### config.mk
export PLATFORM = sky130hd
export DESIGN_NAME = gpio_irq_bank
export DESIGN_NICKNAME = d
export VERILOG_FILES = /design/src/rtl/gpio_irq_pkg.sv /design/src/rtl/gpio_irq_rst.sv /design/src/rtl/gpio_irq_sync.sv /design/src/rtl/gpio_irq_detect.sv /design/src/rtl/gpio_irq_pin.sv /design/src/rtl/gpio_irq_bank.sv
export SDC_FILE = /design/constraint.sdc
export NUM_CORES = 1
export LEC_CHECK = 0
export BUFFER_PORTS_ARGS = -buffer_cell sky130_fd_sc_hd__buf_2
export CAP_MARGIN = 0
export CORE_MARGIN = 1.5
export CORE_UTILIZATION = 60
export DETAILED_ROUTE_END_ITERATION = 16
export GPL_TIMING_DRIVEN = 0
export PLACE_DENSITY = 0.89
export SYNTH_ARGS = -nofsm -noshare
export SYNTH_HDL_FRONTEND = slang
export SYNTH_SLANG_ARGS = --single-unit
### constraint.sdc
create_clock -name clk -period 5.1 [get_ports clk]
set_clock_uncertainty 0.1 [all_clocks]
set_input_delay 0.51 -clock clk [delete_from_list [all_inputs] [get_ports clk]]
set_output_delay 0.51 -clock clk [all_outputs]
set_load 0.01 [all_outputs]
### src/rtl/gpio_irq_pkg.sv
package gpio_irq_pkg;

  localparam int WIN_BITS = 12;

  localparam logic [WIN_BITS-1:0] OFS_DATA = 12'h004;
  localparam logic [WIN_BITS-1:0] OFS_CFG  = 12'h008;
  localparam logic [WIN_BITS-1:0] OFS_STAT = 12'h00C;

  typedef enum logic [1:0] {
    DET_LEVEL = 2'd0,
    DET_RISE  = 2'd1,
    DET_FALL  = 2'd2,
    DET_BOTH  = 2'd3
  } det_mode_e;

  typedef struct packed {
    logic [2:0] target;
    logic       raw_en;
    det_mode_e  mode;
    logic       pol;
    logic       irq_en;
  } pin_cfg_t;

endpackage

### src/rtl/gpio_irq_rst.sv
module gpio_irq_rst (
  input  logic clk,
  input  logic rst_n_i,
  output logic rst_n_o
);
  logic stage1_q, stage2_q;
  logic stage1_d, stage2_d;

  always_comb begin
    stage1_d = 1'b1;
    stage2_d = stage1_q;
  end

  always_ff @(posedge clk or negedge rst_n_i) begin
    if (!rst_n_i) begin
      stage1_q <= 1'b0;
      stage2_q <= 1'b0;
    end else begin
      stage1_q <= stage1_d;
      stage2_q <= stage2_d;
    end
  end

  assign rst_n_o = stage2_q;
endmodule

### src/rtl/gpio_irq_sync.sv
module gpio_irq_sync #(
  parameter int N = 8
) (
  input  logic         clk,
  input  logic         rst_n,
  input  logic [N-1:0] pin_in,
  output logic [N-1:0] lvl_o,
  output logic [N-1:0] prev_o
);
  logic [N-1:0] meta_q, sync_q, prev_q;
  logic [N-1:0] meta_d, sync_d, prev_d;

  always_comb begin
    meta_d = pin_in;
    sync_d = meta_q;
    prev_d = sync_q;
  end

  always_ff @(posedge clk or negedge rst_n) begin
    if (!rst_n) begin
      meta_q <= '0;
      sync_q <= '0;
      prev_q <= '0;
    end else begin
      meta_q <= meta_d;
      sync_q <= sync_d;
      prev_q <= prev_d;
    end
  end

  assign lvl_o  = sync_q;
  assign prev_o = prev_q;

  // the visible level only ever takes the first stage's earlier value
  assert_two_stage_R2: assert property (@(posedge clk) disable iff (!rst_n)
    (sync_q != $past(sync_q)) |-> (sync_q == $past(meta_q)));
endmodule

### src/rtl/gpio_irq_detect.sv
module gpio_irq_detect
  import gpio_irq_pkg::*;
(
  input  det_mode_e mode,
  input  logic      pol,
  input  logic      lvl,
  input  logic      prev,
  output logic      hit
);
  always_comb begin
    unique case (mode)
      DET_LEVEL: hit = (lvl == pol);
      DET_RISE:  hit = lvl & ~prev;
      DET_FALL:  hit = ~lvl & prev;
      DET_BOTH:  hit = lvl ^ prev;
      default:   hit = 1'b0;
    endcase
  end
endmodule

### src/rtl/gpio_irq_pin.sv
module gpio_irq_pin
  import gpio_irq_pkg::*;
(
  input  logic       clk,
  input  logic       rst_n,
  input  logic       lvl,
  input  logic       prev,
  input  logic       wr_data,
  input  logic       wr_cfg,
  input  logic       wr_stat,
  input  logic [7:0] wdata,
  output pin_cfg_t   cfg_o,
  output logic       out_o,
  output logic       stat_o
);
  pin_cfg_t cfg_q, cfg_d;
  logic     out_q, out_d;
  logic     stat_q, stat_d;
  logic     hit;
  logic     evt;

  gpio_irq_detect u_detect (
    .mode (cfg_q.mode),
    .pol  (cfg_q.pol),
    .lvl  (lvl),
    .prev (prev),
    .hit  (hit)
  );

  assign evt = cfg_q.raw_en & hit;

  always_comb begin
    cfg_d  = cfg_q;
    out_d  = out_q;
    stat_d = stat_q;
    if (wr_cfg)  cfg_d = pin_cfg_t'(wdata);
    if (wr_data) out_d = wdata[1];
    if (evt)
      stat_d = 1'b1;
    else if (wr_stat && !wdata[0])
      stat_d = 1'b0;
  end

  always_ff @(posedge clk or negedge rst_n) begin
    if (!rst_n) begin
      cfg_q  <= '0;
      out_q  <= 1'b0;
      stat_q <= 1'b0;
    end else begin
      cfg_q  <= cfg_d;
      out_q  <= out_d;
      stat_q <= stat_d;
    end
  end

  assign cfg_o  = cfg_q;
  assign out_o  = out_q;
  assign stat_o = stat_q;

  assert_cfg_store_R3: assert property (@(posedge clk) disable iff (!rst_n)
    wr_cfg |=> (cfg_q == $past(wdata)));
  assert_out_store_R2: assert property (@(posedge clk) disable iff (!rst_n)
    wr_data |=> (out_q == $past(wdata[1])));
  assert_event_latches_R5: assert property (@(posedge clk) disable iff (!rst_n)
    (cfg_q.raw_en && hit) |=> stat_q);
  assert_raw_gate_R6: assert property (@(posedge clk) disable iff (!rst_n)
    !cfg_q.raw_en |=> !$rose(stat_q));
  assert_zero_clears_R7: assert property (@(posedge clk) disable iff (!rst_n)
    (wr_stat && !wdata[0] && !(cfg_q.raw_en && hit)) |=> !stat_q);
  assert_event_beats_clear_R8: assert property (@(posedge clk) disable iff (!rst_n)
    (wr_stat && !wdata[0] && cfg_q.raw_en && hit) |=> stat_q);
endmodule

### src/rtl/gpio_irq_bank.sv
module gpio_irq_bank
  import gpio_irq_pkg::*;
#(
  parameter  int N      = 8,
  localparam int IDX_W  = (N > 1) ? $clog2(N) : 1,
  localparam int ADDR_W = WIN_BITS + IDX_W
) (
  input  logic              clk,
  input  logic              rst_n,
  input  logic              bus_sel,
  input  logic              bus_we,
  input  logic [ADDR_W-1:0] bus_addr,
  input  logic [31:0]       bus_wdata,
  output logic [31:0]       bus_rdata,
  input  logic [N-1:0]      pin_in,
  output logic [N-1:0]      pin_out,
  output logic              irq
);
  logic                rst_n_int;
  logic [IDX_W-1:0]    pin_idx;
  logic [WIN_BITS-1:0] ofs;
  logic [N-1:0]        lvl, prev;
  logic [N-1:0]        wr_data, wr_cfg, wr_stat;
  logic [N-1:0]        stat_vec, en_vec;
  pin_cfg_t            cfg_vec [N];
  logic                unused_wdata;

  assign unused_wdata = &{1'b0, bus_wdata[31:8]};
  assign pin_idx = bus_addr[ADDR_W-1:WIN_BITS];
  assign ofs     = bus_addr[WIN_BITS-1:0];

  gpio_irq_rst u_rst (
    .clk     (clk),
    .rst_n_i (rst_n),
    .rst_n_o (rst_n_int)
  );

  gpio_irq_sync #(.N(N)) u_sync (
    .clk    (clk),
    .rst_n  (rst_n_int),
    .pin_in (pin_in),
    .lvl_o  (lvl),
    .prev_o (prev)
  );

  for (genvar p = 0; p < N; p++) begin : g_pin
    localparam logic [IDX_W-1:0] PIDX = IDX_W'(p);
    logic sel_wr;
    assign sel_wr     = bus_sel & bus_we & (pin_idx == PIDX);
    assign wr_data[p] = sel_wr & (ofs == OFS_DATA);
    assign wr_cfg[p]  = sel_wr & (ofs == OFS_CFG);
    assign wr_stat[p] = sel_wr & (ofs == OFS_STAT);

    gpio_irq_pin u_pin (
      .clk     (clk),
      .rst_n   (rst_n_int),
      .lvl     (lvl[p]),
      .prev    (prev[p]),
      .wr_data (wr_data[p]),
      .wr_cfg  (wr_cfg[p]),
      .wr_stat (wr_stat[p]),
      .wdata   (bus_wdata[7:0]),
      .cfg_o   (cfg_vec[p]),
      .out_o   (pin_out[p]),
      .stat_o  (stat_vec[p])
    );
    assign en_vec[p] = cfg_vec[p].irq_en;
  end

  always_comb begin
    bus_rdata = '0;
    if (bus_sel && !bus_we) begin
      for (int i = 0; i < N; i++) begin
        if (pin_idx == IDX_W'(i)) begin
          case (ofs)
            OFS_DATA: bus_rdata = {30'b0, pin_out[i], lvl[i]};
            OFS_CFG:  bus_rdata = {24'b0, cfg_vec[i]};
            OFS_STAT: bus_rdata = {31'b0, stat_vec[i]};
            default:  bus_rdata = '0;
          endcase
        end
      end
    end
  end

  always_comb begin
    irq = 1'b0;
    for (int i = 0; i < N; i++) irq = irq | (stat_vec[i] & en_vec[i]);
  end

  assert_irq_needs_enable_R9: assert property (@(posedge clk) disable iff (!rst_n_int)
    irq |-> (|en_vec));
  assert_no_write_to_void_R1: assert property (@(posedge clk) disable iff (!rst_n_int)
    ($onehot0(wr_data | wr_cfg | wr_stat)));
endmodule

==> impl_metrics.tcl, run 1 <==
set metrics [dict create \
    cp.required_ps 4490 \
    grt_antenna_before_repair 0 \
    synthDistinctLibCells 50 \
    synth.avg_cell_area_sq_um 11.0 \
    cts_inserted_buffers 9 \
    grt_pass1_vias 4304 \
    critPathMaxFanout 9 \
    synth_area_sq_mm 0.00556 \
    cts.sinks 106 \
    viasPerCell 6.04 \
    dp.cells 688 \
    cpMaxStageDelayCell "nand4_1" \
    finalCritPeriodShare_pct 62.1 \
    clockPowerShare_pct 36.5 \
    post-dp-hpwl_um 10000 \
    die_w_um 99.3 \
    crit_top_cell "buf_2" \
    clkTransAtPathRegs_ps 100 \
    reg2reg_slack_ps 3680 \
    synth_edf_count 0 \
    hold_viol_final 0 \
    drc 0 \
    most-common-layout-cells "dfrtp_1 (105), mux2_1 (65), buf_2 (58)" \
    arrival_ps 2560 \
    ant_nets 0 \
    grt_pass1_wl_um 22200 \
    status "complete, no violations" \
    numPortBuffers 51 \
    drt_iter0_markers 287 \
    critPathMaxStageDelay_ps 550 \
    area_delta_synth_final_pct 13.2 \
    max_slew.worst_pin.slew_ps 664 \
    slew_headroom_pct 55.7 \
    setup_viol 0 \
    leakage_nw 3.09 \
    crit_start "bus_addr[3]" \
    synthArstFlopShare_pct 100 \
    power.switching_uw 393 \
    worstSetupPathType "primary input to output port" \
    hold_buffers 1 \
    wire_per_inst_um 19.7 \
    clock_path_buffers 2 \
    synth_seq_cells 106 \
    num_rows 34 \
    layout-drive-gt1-share_pct 23.1 \
    root_buffer "clkbuf_8" \
    io_pins 100 \
    period_needed_ps 3170 \
    syn_inst 505 \
    rsz0062_at_grt "no" \
    grt.total_usage_pct 29.5 \
    cp-end-kind "output port" \
    drt_pass1_iterations 5 \
    start_kind "primary input" \
    ys.flop_type "dfrtp_1" \
    seq_power_share_pct 54.9 \
    yosysWarnings 0 \
    die_h_um 99.3 \
    crit_path_cell_trace "buf_2 > nor2b_1 > clkbuf_1 > nand4_1 > o2111ai_1 > o311ai_1 > a211oi_1 > buf_2" \
    finalNetCount 667 \
    ys_seq_area_share_pct 47.7 \
    antenna_cells 0 \
    p_sw_share_pct 24.9 \
    cts.repair.resized 0 \
    hold_path.class "primary input to register" \
    core_area_sq_mm 0.00885 \
    drt-total-wl_um 13900 \
    cts_tree "built" \
    r2r_end "g_pin[2].u_pin.stat_o" \
    ir_worst_vdd_v 0.000202 \
    vias 4258 \
    maxCapViolCount 0 \
    clk_latency_ps 380 \
    powerDensity_mw_per_mm2 250 \
    grt_overflow 0 \
    internal-power_mw 1.18 \
    timing.rr.start "u_sync.lvl_o[2]" \
    start_util_pct 62.8 \
    dieArea_sq_mm 0.00985 \
    fillerInstances 660 \
    layout.cells.non_filler 705 \
    routabilityCongestion 0.900 \
    htree_levels 3 \
    pwr-share-comb_pct 8.6 \
    endpoint "bus_rdata[1]" \
    tns_ps 0 \
    r2r_cells 6 \
    max_freq_ghz 0.316 \
    final_common_cell "dfrtp_1" \
    slew_violations 0 \
    post_cts_buffers 0 \
    grt_max_degree 72 \
]
-- critical path: cells and delay by family --
kind            cells  cell delay [ps]
simple gates        2              650
buf+inv             3              700
compound gates      3              690
-- per-layer routing --
layer  share of wire [%]  routed length, um  vias up  global-route usage [%]
met5                   0                  0        -                       0
met4                 3.4                476        0                    12.6
met3                 6.5                899       37                    5.83
met2                  48               6680      200                    48.3
met1                  42               5800     2114                    38.8
li1                    -                  -     1907                       -
-- logic make-up (layout without fill, tap and decap cells) --
kind of cell / after synthesis / in the layout / synth area share [%]
and+or+nand+nor: 109 / 109 / 10.4
xor gates and xnor gates: 8 / 8 / 1.26
other: 2 / 25 / 0.135
DFF: 106 / 106 / 47.7
buffers and inverters: 70 / 139 / 7.11
adders and majority gates: 16 / 16 / 3.60
AOI/OAI and AO/OA: 104 / 104 / 11.8
muxes: 90 / 90 / 18.0
-- synthesized netlist by cell type (all sizes together), types with 7 or more instances --
library cell  number  area share, %
o211ai             9            1.2
a22oi             13            1.8
mux2i              8            1.4
buf               41            5.2
inv               22            1.5
clkbuf             7           0.47
xor2               8            1.3
nor2              27            2.7
ha                16            3.6
nand2             49            3.3
a21oi             11           0.99
o21ai             42            3.8
mux2              82             17
nor2b              8           0.90
dfrtp            106             48
-- area by class of cell --
class	instances	area [sq um]	share of cell area, %
flip-flops and latches	106	2660	42.2
multi-input cells	352	2600	41.3
plain buffers	48	313	4.97
repair buffers	53	293	4.65
well taps	108	135	2.15
clock buffers	11	131	2.09
clock inverters	5	85.1	1.35
inverters	22	82.6	1.31
-- worst min path at each step --
| stage | depth (start not counted) | startpoint | slack (ps) | end |
|---|---|---|---|---|
| final | 1 | pin_in[7] | 130 | u_sync.meta_q[7] |
| after global routing | 1 | pin_in[7] | 120 | u_sync.meta_q[7] |
| after CTS | 1 | pin_in[7] | 120 | u_sync.meta_q[7] |
| after detailed placement | 0 | u_rst.rst_n_o | 190 | g_pin[6].u_pin.cfg_o[5] |
| after global placement | 1 | rst_n | 190 | u_rst.stage1_q |
| after floorplan | 0 | rst_n | 110 | u_rst.rst_n_o |
-- power by group through the flow --
stage	logic [mW]	clock network, mW	registers, mW
floorplan	0.0745	0	0.885
detailed placement	0.132	0	0.882
global route	0.149	0.612	0.867
CTS	0.133	0.580	0.865
finish	0.135	0.575	0.865
global placement	0.116	0	0.891
-- flip-flops by register name (all words and copies together) (netlist names) --
signal              flops
u_sync.meta_q           8
u_sync.lvl_o            8
g_pin.u_pin.out_o       8
u_rst.rst_n_o           1
u_sync.prev_o           8
g_pin.u_pin.cfg_o      64
u_rst.stage1_q          1
g_pin.u_pin.stat_o      8
-- metrics by stage --
| step | hold WS [ps] | total power, mW | util, % | setup slack [ps] | instance area [sq um] |
|---|---|---|---|---|---|
| floorplan | 114 | 0.959 | - | 1830 | 5650 |
| global placement | 195 | 1.01 | 68.2 | 797 | 6040 |
| global route | 117 | 1.63 | 71.1 | 1900 | 6290 |
| finish | 133 | 1.58 | 71.1 | 1930 | 6290 |
| detailed placement | 195 | 1.01 | 68.6 | 2020 | 6070 |
| CTS | 121 | 1.58 | 71.1 | 2020 | 6290 |
Note: power is estimated with default switching activity, not from simulation.
==> run 2, diff against run 1 <==
CORE_UTILIZATION = 56   (was 60)
PLACE_DENSITY = 0.84   (was 0.89)
clock period = 3.05 ns   (was 5.1 ns; I/O delays follow)
==> run 2 against run 1 <==
Against the previous run:
- via count increased by 0.23%
- hold slack got worse by 0.92 ps
- total power increased by 59%
- core utilization decreased by 5.4 points
- sequential power increased by 68%
- combinational power increased by 70%
- setup slack got worse by 1600 ps
- critical endpoint unchanged
==> impl_metrics.tcl, run 2 (same netlist as run 1, synthesis figures left out) <==
set metrics [dict create \
    status "complete, no violations" \
    slew_violations 0 \
    antenna_cells 0 \
    numPortBuffers 51 \
    area_delta_synth_final_pct 14.6 \
    grt_antenna_before_repair 0 \
    max_freq_ghz 0.374 \
    pwr-share-comb_pct 9.2 \
    start_kind "primary input" \
    drt_iter0_markers 321 \
    cts_inserted_buffers 9 \
    htree_levels 3 \
    holdWs_ps 132 \
    die_w_um 103 \
    slew_headroom_pct 50.6 \
    use_met3_pct 5.49 \
    hold_path.class "primary input to async pin" \
    rsz0062_at_grt "no" \
    grt_pass1_vias 4158 \
    cp-end-kind "output port" \
    clkTransAtPathRegs_ps 90 \
    num_rows 36 \
    hold_viol_final 0 \
    worstSetupPathType "primary input to output port" \
    die_h_um 103 \
    root_buffer "clkbuf_8" \
    post-dp-hpwl_um 10100 \
    powerDensity_mw_per_mm2 393 \
    top_usage_layer "met2" \
    drc 0 \
    most-common-layout-cells "dfrtp_1 (105), mux2_1 (65), buf_2 (58)" \
    setup_viol 0 \
    viasPerCell 5.78 \
    p_sw_share_pct 26.6 \
    cp.required_ps 2640 \
    finalNetCount 675 \
    fin_util_pct 65.8 \
    core_area_sq_mm 0.00968 \
    grt_pass1_wl_um 21500 \
    grtUsageMet2_pct 45.4 \
    fillerInstances 738 \
    grt.total_usage_pct 27.8 \
    clockPowerShare_pct 32.9 \
    gr-usage-met1_pct 36.9 \
    layout-drive-gt1-share_pct 23.0 \
    io_pins 100 \
    clock_path_buffers 2 \
    tns_ps 0 \
    power.switching_uw 667 \
    leakage_nw 3.09 \
    setup_slack_ps 374 \
    cts.sinks 106 \
    final_common_cell "dfrtp_1" \
    maxCapViolCount 0 \
    finalPower_mw 2.50 \
    start_util_pct 57.4 \
    internal-power_mw 1.84 \
    cts_tree "built" \
    ant_nets 0 \
    arrival_ps 2270 \
    seq_power_share_pct 58.0 \
    drt-total-wl_um 13900 \
    place_ws_ps 423 \
    vias 4268 \
    largest_register_ff_count 64 \
    ir_worst_vdd_v 0.000221 \
    grt_max_degree 57 \
    clk_latency_ps 370 \
    finalCritPeriodShare_pct 87.7 \
    max_slew.worst_pin.slew_ps 741 \
    period_needed_ps 2680 \
    grt_overflow 0 \
    wire_per_inst_um 18.8 \
    drt_pass1_iterations 5 \
    routabilityCongestion 0.929 \
    dieArea_sq_mm 0.0105 \
    r2r_cells 6 \
    critPathMaxFanout 9 \
]
[run 2: what timing repair did]
item | in CTS | in global routing
setup endpoints to repair | 0 | 0
buffers inserted | 0 | 0
hold endpoints to repair | 10 | 0
gates resized for setup | 0 | 0
hold buffers | 9 | 0
[run 2: worst max-delay path, cell delays in order]
cell	delay (ps)
buf_2	120
nor2b_1	110
clkbuf_1	380
nand4_1	500
o2111ai_1	220
o311ai_1	150
a211oi_1	280
buf_2	200
[run 2: worst paths after layout]
path / from / endpoint / slack (ps)
min in group clk: bus_wdata[6] / g_pin[0].u_pin.cfg_o[6] / 160
setup reg to reg: u_sync.lvl_o[2] / g_pin[2].u_pin.stat_o / 1610
setup / recovery: bus_addr[3] / bus_rdata[1] / 370
max in group asynchronous: u_rst.rst_n_o / g_pin[6].u_pin.out_o / 1860
hold reg to reg: u_sync.meta_q[0] / u_sync.lvl_o[0] / 260
hold / removal: rst_n / u_rst.rst_n_o / 130
[run 2: area by class of cell]
type	instances	area, sq um	area share [%]
tap	133	166	2.61
buffer	48	313	4.91
clock buffer	11	141	2.22
inverter	22	82.6	1.30
clock inverter	5	38.8	0.609
timing repair buffer	61	373	5.85
sequential	106	2660	41.7
multi-input combinational	352	2600	40.8
[run 2: routing by layer]
layer / wire length (um) / vias up
met3: 1050 / 35
met1: 5850 / 2104
met5: 0 / -
met2: 6540 / 202
li1: - / 1927
met4: 430 / 0
[run 2: through the flow]
| stage | instances | area [sq um] |
|---|---|---|
| after floorplan | 528 | 5650 |
| after global placement | 712 | 6070 |
| after detailed placement | 713 | 6100 |
| after CTS | 738 | 6370 |
| after global routing | 738 | 6370 |
| final | 738 | 6370 |
[run 2: power by group through the flow]
| stage | clock [mW] | combinational [mW] | sequential (mW) |
|---|---|---|---|
| after floorplan | 0 | 0.125 | 1.48 |
| final | 0.823 | 0.230 | 1.45 |
| after CTS | 0.832 | 0.226 | 1.45 |
| after global placement | 0 | 0.194 | 1.49 |
| after detailed placement | 0 | 0.216 | 1.48 |
| after global routing | 0.883 | 0.254 | 1.46 |
